===== src/rtl/pcm_ctrl_pkg.sv =====
package pcm_ctrl_pkg;

  localparam int BYTE_W = 8;

  typedef enum logic [1:0] {
    ADDR_LOW  = 2'b00,
    ADDR_MID  = 2'b01,
    ADDR_HIGH = 2'b10,
    ADDR_HI2  = 2'b11
  } addr_lvl_e;

  typedef enum logic [1:0] {
    MODE_NORMAL  = 2'b00,
    MODE_DIGLOOP = 2'b01,
    MODE_ANALOOP = 2'b10,
    MODE_PDOWN   = 2'b11
  } op_mode_e;

  typedef struct packed {
    logic [1:0] mode;
    logic [2:0] rxg;
    logic [2:0] txg;
  } cfg_a_t;

  typedef struct packed {
    logic [1:0] test;
    logic [5:0] drv;
  } cfg_b_t;

  localparam cfg_a_t CFG_A_PDOWN = '{mode: MODE_PDOWN, rxg: 3'd0, txg: 3'd0};
  localparam cfg_a_t CFG_A_IDLE  = '{mode: MODE_NORMAL, rxg: 3'd0, txg: 3'd0};

endpackage


===== src/rtl/pcm_rst_sync.sv =====
module pcm_rst_sync #(
  parameter int STAGES = 2
) (
  input  logic clk,
  input  logic rst_n,
  output logic rst_sync_n
);

  logic [STAGES-1:0] sync_q;

  always_ff @(posedge clk or negedge rst_n) begin
    if (!rst_n) begin
      sync_q <= '0;
    end else begin
      sync_q <= {sync_q[STAGES-2:0], 1'b1};
    end
  end

  assign rst_sync_n = sync_q[STAGES-1];

endmodule


===== src/rtl/pcm_slot_timer.sv =====
module pcm_slot_timer #(
  parameter int WORD_W = 8
) (
  input  logic clk,
  input  logic rst_n,
  input  logic frame_n,
  output logic active,
  output logic start,
  output logic last
);

  localparam int CNT_W = $clog2(WORD_W);
  localparam logic [CNT_W-1:0] CNT_LAST = CNT_W'(WORD_W - 1);

  logic             frame_q;
  logic             active_d;
  logic [CNT_W-1:0] cnt_q, cnt_d;

  // a slot opens only on a high-to-low strobe transition seen on rising edges
  assign start = frame_q & ~frame_n & ~active;
  assign last  = active & (cnt_q == CNT_LAST);

  always_comb begin
    active_d = active;
    cnt_d    = cnt_q;
    if (start) begin
      active_d = 1'b1;
      cnt_d    = '0;
    end else if (last) begin
      active_d = 1'b0;
    end else if (active) begin
      cnt_d = cnt_q + 1'b1;
    end
  end

  always_ff @(posedge clk or negedge rst_n) begin
    if (!rst_n) begin
      frame_q <= 1'b1;
      active  <= 1'b0;
      cnt_q   <= '0;
    end else begin
      frame_q <= frame_n;
      active  <= active_d;
      cnt_q   <= cnt_d;
    end
  end

endmodule


===== src/rtl/pcm_rx_shift.sv =====
module pcm_rx_shift #(
  parameter int WORD_W = 8,
  parameter int LANES  = 2
) (
  input  logic                         clk,
  input  logic                         rst_n,
  input  logic                         en,
  input  logic [LANES-1:0]             din,
  output logic [LANES-1:0][WORD_W-1:0] word
);

  for (genvar g = 0; g < LANES; g++) begin : g_lane
    logic [WORD_W-1:0] sh_q, sh_d;

    always_comb begin
      sh_d = sh_q;
      if (en) begin
        sh_d = {sh_q[WORD_W-2:0], din[g]};
      end
    end

    // capture on the falling edge, midway through each driven bit
    always_ff @(negedge clk or negedge rst_n) begin
      if (!rst_n) begin
        sh_q <= '0;
      end else begin
        sh_q <= sh_d;
      end
    end

    assign word[g] = sh_q;
  end

endmodule


===== src/rtl/pcm_tx_shift.sv =====
module pcm_tx_shift #(
  parameter int WORD_W = 8
) (
  input  logic              clk,
  input  logic              rst_n,
  input  logic              load,
  input  logic              shift,
  input  logic [WORD_W-1:0] load_val,
  output logic              bit_out
);

  logic [WORD_W-1:0] sh_q, sh_d;

  always_comb begin
    sh_d = sh_q;
    if (load) begin
      sh_d = load_val;
    end else if (shift) begin
      sh_d = {sh_q[WORD_W-2:0], 1'b0};
    end
  end

  always_ff @(posedge clk or negedge rst_n) begin
    if (!rst_n) begin
      sh_q <= '0;
    end else begin
      sh_q <= sh_d;
    end
  end

  assign bit_out = sh_q[WORD_W-1];

endmodule


===== src/rtl/pcm_ctrl_regs.sv =====
module pcm_ctrl_regs
  import pcm_ctrl_pkg::*;
#(
  parameter int LOCK_CYC = 25
) (
  input  logic              clk,
  input  logic              rst_n,
  input  logic              start,
  input  logic              commit,
  input  addr_lvl_e         addr,
  input  logic              ctl_static,
  input  logic              ctl_lvl,
  input  logic [BYTE_W-1:0] ctl_word,
  output cfg_a_t            reg_a,
  output cfg_b_t            reg_b,
  output addr_lvl_e         addr_q
);

  localparam int LK_W = $clog2(LOCK_CYC + 1);
  localparam logic [LK_W-1:0] LK_INIT = LK_W'(LOCK_CYC);

  logic [LK_W-1:0] lock_q, lock_d;
  logic            locked;
  logic            stat_q, stat_d;
  addr_lvl_e       addr_d;
  cfg_a_t          a_d;
  cfg_b_t          b_d;

  logic ser_ok, to_b, wr_a, wr_b, clr_b, stat_wr;

  assign locked  = (lock_q != '0);
  assign ser_ok  = commit & ~locked & ~stat_q;
  assign to_b    = addr_q[1];
  assign wr_a    = ser_ok & ~to_b;
  assign wr_b    = ser_ok & to_b;
  assign clr_b   = ser_ok & (addr_q == ADDR_LOW);
  assign stat_wr = ~locked & ctl_static & (addr == ADDR_LOW) & ~commit;

  always_comb begin
    lock_d = lock_q;
    if (locked) begin
      lock_d = lock_q - 1'b1;
    end
    addr_d = addr_q;
    stat_d = stat_q;
    if (start) begin
      addr_d = addr;
      stat_d = ctl_static;
    end
    a_d = reg_a;
    if (wr_a) begin
      a_d = cfg_a_t'(ctl_word);
    end else if (stat_wr) begin
      a_d = ctl_lvl ? CFG_A_PDOWN : CFG_A_IDLE;
    end
    b_d = reg_b;
    // gated synchronous clear takes precedence over a load
    if (clr_b) begin
      b_d = '0;
    end else if (wr_b) begin
      b_d = cfg_b_t'(ctl_word);
    end
  end

  always_ff @(posedge clk or negedge rst_n) begin
    if (!rst_n) begin
      lock_q <= LK_INIT;
      addr_q <= ADDR_MID;
      stat_q <= 1'b0;
      reg_a  <= CFG_A_PDOWN;
      reg_b  <= '0;
    end else begin
      lock_q <= lock_d;
      addr_q <= addr_d;
      stat_q <= stat_d;
      reg_a  <= a_d;
      reg_b  <= b_d;
    end
  end

endmodule


===== src/rtl/pcm_ctrl_port.sv =====
module pcm_ctrl_port
  import pcm_ctrl_pkg::*;
#(
  parameter int LOCK_CYC  = 25,
  parameter int RST_STAGE = 2
) (
  input  logic       clk,
  input  logic       rst_n,
  input  logic       frame_n,
  input  logic [1:0] ctl_addr,
  input  logic       ctl_static,
  input  logic       ctl_in,
  input  logic       pcm_in,
  output logic       pcm_out,
  output logic       pcm_oe,
  input  logic [7:0] enc_byte,
  output logic [7:0] dec_byte,
  output logic       dec_valid,
  output logic [2:0] tx_gain,
  output logic [2:0] rx_gain,
  output logic       dig_loop,
  output logic       ana_loop,
  output logic       pdown,
  output logic [1:0] test_mode,
  output logic [5:0] drive
);

  localparam int LANE_PCM = 0;
  localparam int LANE_CTL = 1;
  localparam int N_LANES  = 2;

  logic                               rst_i_n;
  logic                               active, start, last;
  logic [N_LANES-1:0][BYTE_W-1:0]     rx_words;
  logic                               tx_bit;
  cfg_a_t                             reg_a;
  cfg_b_t                             reg_b;
  addr_lvl_e                          addr_q;
  logic                               pcm_en;
  logic                               take;
  logic [BYTE_W-1:0]                  hold_q, hold_d;
  logic [BYTE_W-1:0]                  dec_d;
  logic                               dec_v_d;
  logic [BYTE_W-1:0]                  tx_src;

  pcm_rst_sync #(.STAGES(RST_STAGE)) u_rst (
    .clk        (clk),
    .rst_n      (rst_n),
    .rst_sync_n (rst_i_n)
  );

  pcm_slot_timer #(.WORD_W(BYTE_W)) u_slot (
    .clk     (clk),
    .rst_n   (rst_i_n),
    .frame_n (frame_n),
    .active  (active),
    .start   (start),
    .last    (last)
  );

  pcm_rx_shift #(.WORD_W(BYTE_W), .LANES(N_LANES)) u_rx (
    .clk   (clk),
    .rst_n (rst_i_n),
    .en    (active),
    .din   ({ctl_in, pcm_in}),
    .word  (rx_words)
  );

  pcm_ctrl_regs #(.LOCK_CYC(LOCK_CYC)) u_regs (
    .clk        (clk),
    .rst_n      (rst_i_n),
    .start      (start),
    .commit     (last),
    .addr       (addr_lvl_e'(ctl_addr)),
    .ctl_static (ctl_static),
    .ctl_lvl    (ctl_in),
    .ctl_word   (rx_words[LANE_CTL]),
    .reg_a      (reg_a),
    .reg_b      (reg_b),
    .addr_q     (addr_q)
  );

  // mode and field decode
  assign tx_gain   = reg_a.txg;
  assign rx_gain   = reg_a.rxg;
  assign dig_loop  = (reg_a.mode == MODE_DIGLOOP);
  assign ana_loop  = (reg_a.mode == MODE_ANALOOP);
  assign pdown     = (reg_a.mode == MODE_PDOWN);
  assign test_mode = reg_b.test;
  assign drive     = reg_b.drv;

  // PCM moves only in slots addressed below the high level
  assign pcm_en = ~addr_q[1];
  assign tx_src = dig_loop ? hold_q : enc_byte;

  pcm_tx_shift #(.WORD_W(BYTE_W)) u_tx (
    .clk      (clk),
    .rst_n    (rst_i_n),
    .load     (start),
    .shift    (active),
    .load_val (tx_src),
    .bit_out  (tx_bit)
  );

  assign pcm_oe  = active & pcm_en & ~pdown;
  assign pcm_out = pcm_oe & tx_bit;

  assign take = last & pcm_en & ~pdown;

  always_comb begin
    hold_d  = hold_q;
    dec_d   = dec_byte;
    dec_v_d = 1'b0;
    if (take) begin
      hold_d  = rx_words[LANE_PCM];
      dec_d   = dig_loop ? '0 : rx_words[LANE_PCM];
      dec_v_d = 1'b1;
    end
  end

  always_ff @(posedge clk or negedge rst_i_n) begin
    if (!rst_i_n) begin
      hold_q    <= '0;
      dec_byte  <= '0;
      dec_valid <= 1'b0;
    end else begin
      hold_q    <= hold_d;
      dec_byte  <= dec_d;
      dec_valid <= dec_v_d;
    end
  end

endmodule


===== config.mk =====
export PLATFORM = sky130hd
export DESIGN_NAME = pcm_ctrl_port
export DESIGN_NICKNAME = d
export VERILOG_FILES = /design/src/rtl/pcm_ctrl_pkg.sv /design/src/rtl/pcm_rst_sync.sv /design/src/rtl/pcm_slot_timer.sv /design/src/rtl/pcm_rx_shift.sv /design/src/rtl/pcm_tx_shift.sv /design/src/rtl/pcm_ctrl_regs.sv /design/src/rtl/pcm_ctrl_port.sv
export SDC_FILE = /design/constraint.sdc
export NUM_CORES = 1
export LEC_CHECK = 0
export ABC_AREA = 1
export CORE_MARGIN = 2
export CORE_UTILIZATION = 45
export CTS_CLUSTER_DIAMETER = 150
export CTS_CLUSTER_SIZE = 30
export DETAILED_ROUTE_END_ITERATION = 16
export PLACE_DENSITY = 0.72
export SLEW_MARGIN = 20
export SYNTH_ARGS = -nofsm -noshare
export SYNTH_HDL_FRONTEND = slang
export SYNTH_SLANG_ARGS = --single-unit

===== constraint.sdc =====
create_clock -name clk -period 6.3 [get_ports clk]
set_clock_uncertainty 0.2 [all_clocks]
set_input_delay 0.63 -clock clk [delete_from_list [all_inputs] [get_ports clk]]
set_output_delay 0.63 -clock clk [all_outputs]
set_load 0.02 [all_outputs]

Word-level counts from Yosys, hierarchy flattened
Index checks and enable logic that the tools add are counted.
{ "word_totals": {"register_bits": 72} }
{ "classes": {"n_addsub": 2, "n_eq_ne": 5, "muxes": 15, "bitwise": 23, "n_reduce_logical": 8} }
{ "op_table": {"columns": ["operator", "n"], "rows": [
  ["8-bit two-way mux", 9],
  ["1-bit bitwise AND", 16],
  ["3-bit two-way mux", 3],
  ["2-bit nonzero test", 4],
  ["1-bit inverter", 7],
  ["5-bit nonzero test", 1],
  ["5-bit by 1-bit subtractor with 5-bit output (second input constant)", 1],
  ["2-bit == test (second input constant)", 2],
  ["2-bit zero test", 2],
  ["3-bit by 1-bit adder with 3-bit output (second input constant)", 1],
  ["3-bit == test (second input constant)", 1],
  ["1-bit two-way mux", 3],
  ["2-bit by 1-bit == test with 1-bit output (second input constant)", 1],
  ["2-bit inequality test (second input constant)", 1],
  ["2-bit AND reduction", 1]
]} }

Depth between registers and ports, before layout
{ "depth": {"depth_word": 7, "ltp_mapped": 9, "depth_no_buf": 9} }

By module
From an unflattened synthesis, not the netlist that was laid out.
{ "unflattened": {"hier_cells": 367, "hier_area_um2": 3374.5} }
{ "modules_own_cells": {"columns": ["module", "instances", "cells_per_inst", "area_each_um2", "seq_area_each_um2"], "rows": [
  ["pcm_ctrl_regs", 1, 119, 1179.9, 608.1],
  ["pcm_ctrl_port", 1, 107, 833.3, 425.4],
  ["pcm_rx_shift", 1, 68, 684.4, 400.4],
  ["pcm_tx_shift", 1, 43, 376.6, 200.2],
  ["pcm_slot_timer", 1, 27, 246.5, 126.4],
  ["pcm_rst_sync", 1, 3, 53.8, 50.0]
]} }

==> results.json <==
{
  "fin_cells": 440,
  "criticalPathCategory": "reg2reg",
  "cts_made_buffers": 9,
  "worst_slew_pin_slew_ns": 1.02,
  "yosys.area.top_type": "dfrtp_1",
  "pwr_density_cell_nw_per_um2": 488,
  "synth_top_area_frac": 0.403,
  "die_y_um": 86.2,
  "drive_gt1_frac": 0.110,
  "cp-start-kind": "flop",
  "drc_errors": 0,
  "p_seq_frac": 0.430,
  "outcome": "finished, final reports clean",
  "root_buffer": "clkbuf_8",
  "cp_slowest_cell": "dfrtp_1",
  "grtUsageMet1": 0.275,
  "clkTransAtPathRegs_ns": 0.07,
  "postLayoutCellArea_um2": 3720,
  "cp_max_fo": 35,
  "synthToLayoutAreaGrowth_pct": 22.3,
  "fin_setup_tns_ns": 0,
  "gp_congestion": 0.814,
  "cts.path.max_buffers": 2,
  "p_leak_nw": 1.75,
  "max_cap_viol_count": 0,
  "pwr-share-clk": 0.250,
  "firstDrtPassIters": 4,
  "busiest_layer": "met1",
  "layout_common_cells": "63 x nand2_1, 48 x dfrtp_1, 47 x inv_1, 43 x clkdlybuf4s50_1, 39 x o21ai_0",
  "via_per_inst": 4.99,
  "cpPeakStageDelay_ns": 1.02,
  "slew_headroom": 0.318,
  "grt_max_degree": 54,
  "fillers": 570,
  "slew_violations": 0,
  "route.detailed.wl_per_inst_um": 13.5,
  "grt_usage": 0.184,
  "crit_chain": "inv_1, nand2_1, o21ai_0",
  "place_area_um2": 3470,
  "overflow": 0,
  "worstSetupEndpointType": "flop",
  "layout_commonest_cell": "nand2_1",
  "hp-class": "reg2reg",
  "postCtsResizedCells": 0,
  "die_area_um2": 7440,
  "yosys_warnings": 0,
  "switchingPower_w": 0.000634,
  "port_buffers": 43,
  "required_ns": 3.11,
  "cts_tree": "built",
  "clock-sinks": 72,
  "post-dp-hpwl_mm": 4.14,
  "power_frac_comb": 0.320,
  "num_vias": 2194,
  "groute.layer.met2.usage": 0.258,
  "rsz0062_at_grt": "no",
  "p_int_w": 0.00118,
  "synth_nets": 339,
  "netlist_instances": 320,
  "drtIter0Drc": 173,
  "whs_ns": 0.159,
  "insertion_delay_ns": 0.34,
  "setup_viol": 0,
  "wl_mm": 5.96,
  "use_met3": 0.0476,
  "dp.cells": 424,
  "die_x_um": 86.2,
  "avgSynthCellArea_um2": 9.51,
  "ys_ff_latch": 72,
  "post_cts_buffers": 0,
  "synth_cell_type_count": 29,
  "antenna_found_initial": 0,
  "num_antenna_cells": 0,
  "nNetsFinal": 377,
  "coreArea_um2": 6460,
  "std_cell_rows": 29,
  "hold_violations": 0,
  "start_util": 0.471,
  "grt_pass1_wl_mm": 10.6,
  "io_pins": 44,
  "grt_pass1_vias": 2185,
  "holdBufCountCts": 0,
  "p_sw_frac": 0.350,
  "cts.htree.levels": 3,
  "yosysSeqAreaShare": 0.595,
  "cp.arrival_ns": 1.97,
  "ant_nets": 0,
  "synth_area_leaders": "dfrtp_1 40%, dfrtn_1 13%, nand2_1 7.8%, o21ai_0 6.4%, dfstp_2 6.0%",
  "synth.cell_area_um2": 3040,
  "peakVddDrop_v": 0.000237
}
==> power groups by stage <==
stage               combinational [W]  clock (W)  sequential [W]
finish                       0.000580   0.000454        0.000780
global route                 0.000648   0.000479        0.000810
CTS                          0.000586   0.000462        0.000781
detailed placement           0.000582          0        0.000789
global placement             0.000568          0        0.000783
floorplan                    0.000355          0        0.000794
==> layer usage <==
layer | part of all wire | wire length (um)
met5 | 0 | 0
met4 | 0.016 | 93
met3 | 0.042 | 253
met2 | 0.45 | 2670
met1 | 0.49 | 2940
==> final timing paths <==
kind / startpoint / end / slack [ns] / cells past startpoint
worst max-delay path: u_slot.active / u_rx.g_lane[0].sh_q[5] / 1.14 / 3
worst min-delay path: u_rst.sync_q[0] / u_rst.sync_q[1] / 0.16 / 0
worst max register to register: u_slot.active / u_rx.g_lane[0].sh_q[5] / 1.14 / 3
worst min register to register: u_rst.sync_q[0] / u_rst.sync_q[1] / 0.16 / 0
max in group asynchronous: u_rst.sync_q[1] / u_rx.g_lane[0].sh_q[5] / 2.21 / 0
min in group asynchronous: u_rst.sync_q[1] / u_regs.reg_b[6] / 0.17 / 0
==> per-stage QoR <==
stage | total power [W] | utilization | setup WS, ns
final | 0.00181 | 0.576 | 1.14
after global routing | 0.00194 | 0.576 | 0.928
after CTS | 0.00183 | 0.576 | 1.15
after detailed placement | 0.00137 | 0.537 | 1.16
after global placement | 0.00135 | 0.536 | 1.23
after floorplan | 0.00115 | - | 0.921
==> synth_stat cells <==
cell type  number
nand4_1         1
xor2_1          1
inv_2           2
nand2_2         5
a31oi_1         2
nor2_4          2
dfstp_2         7
nand2_1        63
o22ai_2         3
nand2_4         1
inv_1          47
nand4_4         1
buf_6           2
o21ai_0        39
buf_2           4
nor3_4          1
buf_4           8
dfrtp_1        49
and2_1          1
nand3_1        24
conb_1          1
clkbuf_1        3
nor2_1          8
o21ai_1        13
o22ai_1         6
nor3_1          1
dfrtn_1        16
ha_1            3
a21oi_1         6
==> sequential cells by signal, summed over array words and instances, names as in the netlist <==
name	cells
dec_byte	8
dec_valid	1
hold_q	8
u_regs.addr_q	2
u_regs.lock_q	5
u_regs.reg_a	8
u_regs.reg_b	8
u_regs.stat_q	1
u_rst.sync_q	2
u_rx.g_lane.sh_q	16
u_slot.active	1
u_slot.cnt_q	3
u_slot.frame_q	1
u_tx.sh_q	8
==> critical path, delay by kind of cell, from the launching register on <==
| kind | cells | cell delay, ns |
|---|---|---|
| buffers and inverters | 1 | 0.40 |
| flip-flops | 1 | 1.02 |
| AND/OR/NAND/NOR | 1 | 0.13 |
| AO/OA/AOI/OAI | 1 | 0.08 |
==> cell families after synthesis <==
family / synth area share
simple gates: 0.167
buf+inv: 0.0979
xor+xnor: 0.00288
fa+ha+maj: 0.0123
flops: 0.595
other cells: 0.00123
compound gates: 0.124
==> final cells by class <==
cell class	instances	area, um^2	share of cell area
Sequential cell	72	1810	0.488
Multi-Input combinational cell	182	935	0.251
Timing Repair Buffer	44	438	0.118
Inverter	49	184	0.0494
Clock buffer	11	151	0.0407
Clock inverter	5	103	0.0276
Tap cell	77	96.3	0.0259
(Power assumes the default switching activity.)
